### config.mk
export PLATFORM = sky130hd
export DESIGN_NAME = nand_cgcs
export DESIGN_NICKNAME = d
export VERILOG_FILES = /design/src/rtl/nand_cgcs_pkg.sv /design/src/rtl/nand_cgcs_seq.sv /design/src/rtl/nand_cgcs_clkfsm.sv /design/src/rtl/nand_cgcs_cereg.sv /design/src/rtl/nand_cgcs.sv
export SDC_FILE = /design/constraint.sdc
export NUM_CORES = 1
export LEC_CHECK = 0
export ABC_CLOCK_PERIOD_IN_PS = 3030
export BUFFER_PORTS_ARGS = -buffer_cell sky130_fd_sc_hd__buf_4
export CAP_MARGIN = 20
export CORE_AREA = 2 2 40 42
export CTS_CLUSTER_DIAMETER = 40
export DETAILED_ROUTE_END_ITERATION = 8
export DIE_AREA = 0 0 42 44
export GPL_TIMING_DRIVEN = 0
export PLACE_DENSITY = 0.64
export SLEW_MARGIN = 10
export SYNTH_ARGS = -nofsm -noshare
export SYNTH_HDL_FRONTEND = slang
export SYNTH_SLANG_ARGS = --single-unit
### constraint.sdc
create_clock -name clk -period 3.03 [get_ports clk]
set_input_delay 0.1515 -clock clk [delete_from_list [all_inputs] [get_ports clk]]
set_output_delay 0.1515 -clock clk [all_outputs]
set_load 0.03 [all_outputs]
### src/rtl/nand_cgcs_pkg.sv
package nand_cgcs_pkg;

  typedef enum logic [1:0] {
    CS_OFF     = 2'd0,
    CS_RUNNING = 2'd1,
    CS_IDLE    = 2'd2
  } clk_state_t;

  typedef enum logic [2:0] {
    PH_IDLE     = 3'd0,
    PH_SEL_CE   = 3'd1,
    PH_DES_IDLE = 3'd2,
    PH_RES_CE   = 3'd3,
    PH_RES_IDLE = 3'd4
  } phase_t;

  typedef enum logic [2:0] {
    CE_KEEP      = 3'd0,
    CE_LOW       = 3'd1,
    CE_HIGH      = 3'd2,
    CE_SAVE_HIGH = 3'd3,
    CE_RESTORE   = 3'd4
  } ce_op_t;

endpackage

### src/rtl/nand_cgcs_seq.sv
module nand_cgcs_seq
  import nand_cgcs_pkg::*;
#(
  parameter int NUM_CHIPS = 4,
  parameter int IDX_W     = 3
) (
  input  logic             clk,
  input  logic             rst_n,
  input  logic             sel_req,
  input  logic [IDX_W-1:0] sel_idx,
  input  logic             desel_req,
  input  logic             pm_suspend_req,
  input  logic             pm_resume_req,
  output logic             clk_req,
  output clk_state_t       clk_req_st,
  output ce_op_t           ce_op,
  output logic             sel_err,
  output logic             timing_init,
  output logic             busy
);

  localparam logic [IDX_W:0] MAX_IDX = (IDX_W+1)'(NUM_CHIPS);

  phase_t phase_q, phase_d;
  logic   err_d, tinit_d;
  logic   idx_ok;

  assign idx_ok = ({1'b0, sel_idx} <= MAX_IDX);
  assign busy   = (phase_q != PH_IDLE);

  always_comb begin
    clk_req    = 1'b0;
    clk_req_st = CS_OFF;
    ce_op      = CE_KEEP;
    phase_d    = phase_q;
    err_d      = 1'b0;
    tinit_d    = 1'b0;
    case (phase_q)
      PH_IDLE: begin
        if (pm_suspend_req) begin
          ce_op      = CE_SAVE_HIGH;
          clk_req    = 1'b1;
          clk_req_st = CS_OFF;
        end else if (pm_resume_req) begin
          clk_req    = 1'b1;
          clk_req_st = CS_RUNNING;
          tinit_d    = 1'b1;
          phase_d    = PH_RES_CE;
        end else if (desel_req) begin
          ce_op   = CE_HIGH;
          phase_d = PH_DES_IDLE;
        end else if (sel_req) begin
          clk_req    = 1'b1;
          clk_req_st = CS_RUNNING;
          if (idx_ok) phase_d = PH_SEL_CE;
          else        err_d   = 1'b1;
        end
      end
      PH_SEL_CE: begin
        ce_op   = CE_LOW;
        phase_d = PH_IDLE;
      end
      PH_DES_IDLE: begin
        clk_req    = 1'b1;
        clk_req_st = CS_IDLE;
        phase_d    = PH_IDLE;
      end
      PH_RES_CE: begin
        ce_op   = CE_RESTORE;
        phase_d = PH_RES_IDLE;
      end
      PH_RES_IDLE: begin
        clk_req    = 1'b1;
        clk_req_st = CS_IDLE;
        phase_d    = PH_IDLE;
      end
      default: phase_d = PH_IDLE;
    endcase
  end

  always_ff @(posedge clk or negedge rst_n) begin
    if (!rst_n) begin
      phase_q     <= PH_IDLE;
      sel_err     <= 1'b0;
      timing_init <= 1'b0;
    end else begin
      phase_q     <= phase_d;
      sel_err     <= err_d;
      timing_init <= tinit_d;
    end
  end

  // a running sequence always returns to idle within two steps
  p_phase_legal_r10: assert property (@(posedge clk) disable iff (!rst_n)
    (phase_q == PH_RES_CE) |=> (phase_q == PH_RES_IDLE));

  // a rejected select never starts a sequence
  p_err_no_seq_r6: assert property (@(posedge clk) disable iff (!rst_n)
    sel_err |-> (phase_q == PH_IDLE));

endmodule

### src/rtl/nand_cgcs_clkfsm.sv
module nand_cgcs_clkfsm
  import nand_cgcs_pkg::*;
#(
  parameter bit ALLOW_IDLE = 1'b1
) (
  input  logic       clk,
  input  logic       rst_n,
  input  logic       req,
  input  clk_state_t req_st,
  output clk_state_t state,
  output logic       gate_en
);

  clk_state_t state_q;
  logic       gate_q;
  logic       veto;
  logic       accept;

  generate
    if (ALLOW_IDLE) begin : g_idle_ok
      assign veto = 1'b0;
    end else begin : g_idle_veto
      assign veto = (req_st == CS_IDLE);
    end
  endgenerate

  assign accept = req && !veto;

  always_ff @(posedge clk or negedge rst_n) begin
    if (!rst_n) begin
      state_q <= CS_OFF;
      gate_q  <= 1'b0;
    end else if (accept) begin
      state_q <= req_st;
      if ((state_q == CS_RUNNING) && (req_st != CS_RUNNING)) gate_q <= 1'b0;
      else if ((state_q != CS_RUNNING) && (req_st == CS_RUNNING)) gate_q <= 1'b1;
    end
  end

  assign state   = state_q;
  assign gate_en = gate_q;

  // gate rises only on entry to running
  p_gate_rise_r3: assert property (@(posedge clk) disable iff (!rst_n)
    $rose(gate_q) |-> ($past(state_q) != CS_RUNNING) && (state_q == CS_RUNNING));

  // gate falls only on exit from running
  p_gate_fall_r3: assert property (@(posedge clk) disable iff (!rst_n)
    $fell(gate_q) |-> ($past(state_q) == CS_RUNNING) && (state_q != CS_RUNNING));

  // idle is unreachable when idling is forbidden
  p_no_idle_r4: assert property (@(posedge clk) disable iff (!rst_n)
    (req && req_st == CS_IDLE && !ALLOW_IDLE) |=> $stable(state_q));

endmodule

### src/rtl/nand_cgcs_cereg.sv
module nand_cgcs_cereg
  import nand_cgcs_pkg::*;
(
  input  logic   clk,
  input  logic   rst_n,
  input  ce_op_t op,
  output logic   ce_n
);

  logic ce_q;
  logic saved_q;

  always_ff @(posedge clk or negedge rst_n) begin
    if (!rst_n) begin
      ce_q    <= 1'b1;
      saved_q <= 1'b1;
    end else begin
      case (op)
        CE_LOW:       ce_q <= 1'b0;
        CE_HIGH:      ce_q <= 1'b1;
        CE_SAVE_HIGH: begin
          saved_q <= ce_q;
          ce_q    <= 1'b1;
        end
        CE_RESTORE:   ce_q <= saved_q;
        default:      ce_q <= ce_q;
      endcase
    end
  end

  assign ce_n = ce_q;

  // the level in force before power-down is the one saved
  p_save_r8: assert property (@(posedge clk) disable iff (!rst_n)
    (op == CE_SAVE_HIGH) |=> (saved_q == $past(ce_q)) && ce_q);

  // restore brings back the saved level
  p_restore_r9: assert property (@(posedge clk) disable iff (!rst_n)
    (op == CE_RESTORE) |=> (ce_q == $past(saved_q)));

endmodule

### src/rtl/nand_cgcs.sv
module nand_cgcs
  import nand_cgcs_pkg::*;
#(
  parameter int NUM_CHIPS  = 4,
  parameter int IDX_W      = 3,
  parameter bit ALLOW_IDLE = 1'b1
) (
  input  logic             clk,
  input  logic             rst_n,
  input  logic             sel_req,
  input  logic [IDX_W-1:0] sel_idx,
  input  logic             desel_req,
  input  logic             pm_suspend_req,
  input  logic             pm_resume_req,
  output logic             clk_gate_en,
  output logic             chip_en_n,
  output logic [1:0]       clk_state,
  output logic             sel_err,
  output logic             timing_init,
  output logic             busy
);

  logic       clk_req;
  clk_state_t clk_req_st;
  clk_state_t st;
  ce_op_t     ce_op;

  nand_cgcs_seq #(.NUM_CHIPS(NUM_CHIPS), .IDX_W(IDX_W)) u_seq (
    .clk(clk), .rst_n(rst_n),
    .sel_req(sel_req), .sel_idx(sel_idx), .desel_req(desel_req),
    .pm_suspend_req(pm_suspend_req), .pm_resume_req(pm_resume_req),
    .clk_req(clk_req), .clk_req_st(clk_req_st), .ce_op(ce_op),
    .sel_err(sel_err), .timing_init(timing_init), .busy(busy)
  );

  nand_cgcs_clkfsm #(.ALLOW_IDLE(ALLOW_IDLE)) u_clk (
    .clk(clk), .rst_n(rst_n),
    .req(clk_req), .req_st(clk_req_st),
    .state(st), .gate_en(clk_gate_en)
  );

  nand_cgcs_cereg u_ce (
    .clk(clk), .rst_n(rst_n), .op(ce_op), .ce_n(chip_en_n)
  );

  assign clk_state = st;

  // chip enable is only asserted while the clock runs
  p_ce_needs_clk_r5: assert property (@(posedge clk) disable iff (!rst_n)
    $fell(chip_en_n) |-> clk_gate_en);

  // a rejected select leaves chip enable alone
  p_err_keeps_ce_r6: assert property (@(posedge clk) disable iff (!rst_n)
    sel_err |-> $stable(chip_en_n));

  // deselect releases chip enable at once
  p_desel_r7: assert property (@(posedge clk) disable iff (!rst_n)
    (desel_req && !busy && !pm_suspend_req && !pm_resume_req) |=> chip_en_n);

  // power-down stops the clock and releases chip enable together
  p_pm_down_r8: assert property (@(posedge clk) disable iff (!rst_n)
    (pm_suspend_req && !busy) |=> (chip_en_n && clk_state == 2'd0 && !clk_gate_en));

  // the reload pulse appears only with the clock running
  p_tinit_r9: assert property (@(posedge clk) disable iff (!rst_n)
    timing_init |-> clk_gate_en);

endmodule

Word-level counts from Yosys, hierarchy flattened
Index checks and enable logic that the tools add are counted.

storage, ports and cells
  register bits after elaboration = 10
  latch bits = 0
  RAM bits = 0
  memory bits (read-only) = 0
  input port bits = 9
  output and inout bits = 7
  word-level logic and storage cells = 65
  memories = 0

cells by class
  add/subtract/negate cells = 0
  multiply operators = 0
  div/mod/pow operators = 0
  magnitude comparators = 1
  eq/ne operators = 15
  shift operators = 0
  mux-type cells = 32
  bitwise gates (word level) = 0
  reduce and logical (&&, ||, !) cells = 10

operator list
  operator              number
  $mux W3               7
  $mux W1               16
  $eq A3 B2 Y1 const B  4
  $pmux W3 S3           1
  $mux W2               4
  $eq A3 B1 Y1 const B  2
  $eq A3 B3 Y1 const B  2
  $pmux W3 S2           1
  $reduce_bool A3 Y1    2
  $eq A2 B1 Y1 const B  2
  $ne A2 B1 Y1 const B  2
  $ne A4 B3 Y1 const B  1
  $ne A4 B4 Y1 const B  1
  $pmux W2 S2           1
  $reduce_or A2 Y1      2
  $le A3 B3 Y1 const B  1
  $logic_not A3 Y1      1
  $pmux W1 S3           1
  $reduce_and A3 Y1     1
  $logic_and A1 B1 Y1   2
  $ne A2 B2 Y1 const B  1
  $pmux W1 S2           1
  $reduce_and A2 Y1     1
  $reduce_bool A2 Y1    1

Longest topological paths before layout
  depth in word-level cells = 9
  depth in mapped cells = 8
  mapped depth without buffers = 7

By module
Synthesis repeated with hierarchy kept, for this count alone.

second synthesis, totals
  cells, all modules = 54
  area, all modules = 553.0 µm²

modules (own cells, without submodules)
  module            instances  cells each  area an instance (µm²)  sequential area each (µm²)
  nand_cgcs_seq     1          31          292.8                   125.1
  nand_cgcs_clkfsm  1          11          146.4                   75.1
  nand_cgcs_cereg   1          12          113.9                   52.6

Worst setup path after synthesis
No wires, ideal clock.

  path type = register to register
  start = register u_seq.phase_q[2]
  end = register u_clk.gate_q (netlist: u_clk.gate_en)
  library setup time = 0.123 ns
  data arrival time = 2.304 ns
  required time = 2.907 ns
  path slack = 0.604 ns
  cell stages (with the launch flop) = 8
  path buffers = 1
  period minus slack after synthesis = 2.426 ns
  path through = dfrtp_1 -> buf_2 -> or4_4 -> o21bai_1 -> ha_1 -> or3b_1 -> mux2_2 -> o221a_1

between the ends
  cells in the longest elaborated chain, start to end = 7
  elaborated cells between the ends (all ways) = 13
  classes of those cells = eq/ne: 4; mux: 3; reduce/logical: 6

RTL lines
  element                                              RTL line                                        source
  start: declaration                                   nand_cgcs_seq.sv:24                             phase_t phase_q, phase_d;
  start signal: assignment                             nand_cgcs_seq.sv:87                             phase_q <= phase_d;
  $eq A3 B2 Y1 / $eq A3 B3 Y1 (equally long branches)  nand_cgcs_seq.sv:38                             case (phase_q)
  $reduce_or A2 Y1 (no line)                           n/a
  $pmux W2 S2                                          nand_cgcs_seq.sv:38
  $eq A2 B1 Y1 / $ne A2 B1 Y1 (equally long branches)  nand_cgcs_clkfsm.sv:36, nand_cgcs_clkfsm.sv:35
  $logic_and A1 B1 Y1 (on tied branches)               nand_cgcs_clkfsm.sv:36, nand_cgcs_clkfsm.sv:35
  $reduce_bool A2 Y1 (no line)                         n/a
  $reduce_and A2 Y1 (no line)                          n/a
  end signal: assignment                               nand_cgcs_clkfsm.sv:32                          gate_q <= 1'b0;
  end signal: assignment                               nand_cgcs_clkfsm.sv:35                          if ((state_q == CS_RUNNING) && (req_st != CS_RUNNING)) gate_q <= 1'b0;
  end signal: assignment                               nand_cgcs_clkfsm.sv:36                          else if ((state_q != CS_RUNNING) && (req_st == CS_RUNNING)) gate_q <= 1'b1;
  end: declaration                                     nand_cgcs_clkfsm.sv:15                          logic gate_q;

Several ways; a longest one is shown, not always the timed one.
A chain may end at the register's enable or synchronous reset.

Final worst setup path
  start = register u_seq.phase_q[1]
  end = register u_clk.gate_q (netlist: u_clk.gate_en)

Same word-level chain as after synthesis.

==> flow_summary.toml <==
[run_status]
status = "finished, final reports clean"

[final_layout]
drive_above_1_share_pct = 36.99
antenna_cells = 0
final_nets = 84
final.fill_count = 139
fin_cells = 89
regArea_um2 = 252.7
multi_input_area_um2 = 252.7
syn_to_final_growth_pct = 34.05

[logic_synthesis]
synthAdderAreaFrac_pct = 2.381
synth_xor_area_share_pct = 0
syn_area_um2 = 525.5
synthMuxAreaShare_pct = 6.190
ys_warn_count = 0
synth_cell_types = 23
synth_top_family_by_area = "simple AND/OR/NAND/NOR gates"
synth.avg_cell_area_um2 = 9.915
synthCells = 53
synth_seq_cells = 10
synth-simple-area-share_pct = 22.38
synth_nets = 63
ys_seq_area_share_pct = 48.10
synth-compound-area-share_pct = 17.14

[placed_design]
dpl.cell_count = 84
place_congestion = 0.7053
numPortBuffers = 15
dp_slack_ns = 0.4985
hpwl_um = 812.4

[die]
io_pins = 16
num_rows = 14
coreArea_um2 = 1419
die_w_um = 42
start_util_pct = 37.04
dieHeight_um = 44
dieArea_um2 = 1848

[worst_setup_path]
cp_data_required_time_ns = 3.19
r2r_slack_ns = 0.50
path_class = "register to register"
end_kind = "register"
worst-path-max-fanout = 9
critPathArrivalTime_ns = 2.69
start_kind = "register"

[timing]
rsz0062_at_grt = "false"
setup_ws_ns = 0.4988
fin_crit_sh_pct = 83.54
hold_viol = 0
max-slew-margin-rel_pct = 66.44
fin_skew_ns = 0.001997
final_max_slew_viol_count = 0
fmax_ghz = 0.3951
period_minus_slack_ns = 2.531
worst_pin_slew_ns = 0.5034
setup_viol_count_final = 0
setup_tns_ns = 0

[drt]
vias = 454
wire_per_inst_um = 12.31
drtIter0Drc = 6
firstDrtPassIters = 4
remaining_drc_errors = 0
wl_um = 1096
ant_nets = 0
vias_per_cell = 5.101

[grt]
antenna_found_initial = 0
grt_pass1_wl_um = 1814
grt_overflow = 0
grt_max_degree = 11
grt_use_total_pct = 13.46
grt_pass1_vias = 407

[clocking]
clock_sinks = 10
clk_path_buf_depth = 2
cts_tree = "done"
clock_latency_ns = 0.27
path_clk_slew_ns = 0.07
root_buffer = "clkbuf_4"
cts_max_level = 1
cts_buffers = 3
post_cts_resized = 0

[worst_hold_path]
worstHoldPathType = "primary input to register"

[power_and_ir_drop]
leakage_nw = 0.3232
p_per_area_nw_per_um2 = 622.0
peakVddDrop_uv = 320.8

[run]
drv_cap = 0
[area by class of cell]
cell class | instances | share of cell area [%]
clock buffers | 4 | 5.151
well taps | 16 | 2.842
flip-flops and latches | 10 | 35.88
multi-input cells | 38 | 35.88
inverters | 3 | 1.599
repair buffers | 16 | 17.41
plain buffers | 2 | 1.243
[where the power goes]
part           leakage [nW]  total, mW  internal [mW]  switching [mW]
Clock                0.0210      0.125         0.0730          0.0521
Sequential            0.124      0.176          0.160          0.0167
Combinational         0.178      0.137         0.0601          0.0766
[cells in the mapped netlist]
| library cell | number | area share, % |
|---|---|---|
| clkbuf_1 | 1 | 0.71 |
| dfstp_2 | 2 | 10 |
| dfrtp_1 | 8 | 38 |
| nor2_1 | 8 | 5.7 |
| mux2i_1 | 1 | 1.9 |
| mux2_2 | 2 | 4.3 |
| a21oi_1 | 4 | 3.8 |
| inv_1 | 3 | 2.1 |
| nor3_1 | 2 | 1.9 |
| o21ai_0 | 6 | 5.7 |
| or4_4 | 1 | 2.1 |
| and2b_1 | 1 | 1.4 |
| nor4_4 | 1 | 4.0 |
| o21bai_1 | 1 | 1.4 |
| buf_2 | 1 | 0.95 |
| ha_1 | 1 | 2.4 |
| or3b_1 | 1 | 1.7 |
| nand3_1 | 2 | 1.9 |
| o221a_1 | 1 | 2.1 |
| nand2_1 | 3 | 2.1 |
| a2111o_1 | 1 | 2.1 |
| nor3b_1 | 1 | 1.4 |
| o31a_2 | 1 | 1.9 |
[layout by cell type, fill, tap and decap left out, drive strengths merged]
master,n
buf,16
nor2,8
dfrtp,8
o21ai,6
clkbuf,5
a21oi,4
inv,3
nand2,3
nor3,2
mux2,2
nand3,2
dfstp,2
and2b,1
or4,1
o21bai,1
or3b,1
nor4,1
mux2i,1
o221a,1
o31a,1
nor3b,1
a2111o,1
ha,1
dlygate4sd3,1
[sequential cells by signal, indices dropped and copies added, names as in the netlist]
register	flops
u_seq.sel_err	1
u_ce.saved_q	1
u_seq.phase_q	3
u_clk.state	2
u_ce.ce_n	1
u_clk.gate_en	1
u_seq.timing_init	1
[logic make-up (layout without fill, tap and decap cells)]
group,after synthesis,after routing
compound gates,14,14
simple gates,20,20
fa+ha+maj,1,1
buf+inv,5,25
flops,10,10
mux,3,3
[per-stage QoR]
stage,area (um2),util [%],power [mW],hold slack (ns)
2_1_floorplan,525.5,-,0.2637,-0.1441
3_3_place_gp,658.1,46.38,0.3128,-0.009086
3_5_place_dp,658.1,46.38,0.3158,-0.01225
4_1_cts,704.4,49.65,0.4390,0.1087
5_1_grt,704.4,49.65,0.4625,0.1019
6_report,704.4,49.65,0.4381,0.1073
[worst paths after layout]
kind | startpoint | end | depth (start not counted)
setup / recovery | u_seq.phase_q[1]$_DFFE_PN0P_ | u_clk.gate_en$_DFFE_PN0P_ | 7
max in group asynchronous | rst_n | u_ce.saved_q$_DFFE_PN1N_ | 2
setup reg to reg | u_seq.phase_q[1]$_DFFE_PN0P_ | u_clk.gate_en$_DFFE_PN0P_ | 7
hold / removal | sel_req | u_seq.sel_err$_DFF_PN0_ | 3
min in group asynchronous | rst_n | u_seq.phase_q[1]$_DFFE_PN0P_ | 2
hold reg to reg | u_ce.ce_n$_DFFE_PN1P_ | u_ce.ce_n$_DFFE_PN1P_ | 2
[what timing repair did]
action | CTS | global route
endpoints found under the hold margin | 10 | 0
hold buffers | 1 | 0
buffers inserted | 0 | 0
[critical path: stages, from the launching register on]
cell      delay (ns)
dfrtp_1         0.36
clkbuf_1        0.24
or4_4           0.51
o21bai_1        0.18
ha_1            0.29
or3b_1          0.36
mux2_2          0.27
o221a_1         0.22
[routing by layer]
metal / vias up / wire length (um) / global-route usage (%)
li1: 230 / - / -
met1: 213 / 522 / 17.83
met2: 11 / 513 / 19.69
met3: 0 / 60 / 5.000
met4: 0 / 0 / 5.806
met5: - / 0 / 0
(Power assumes the default switching activity.)
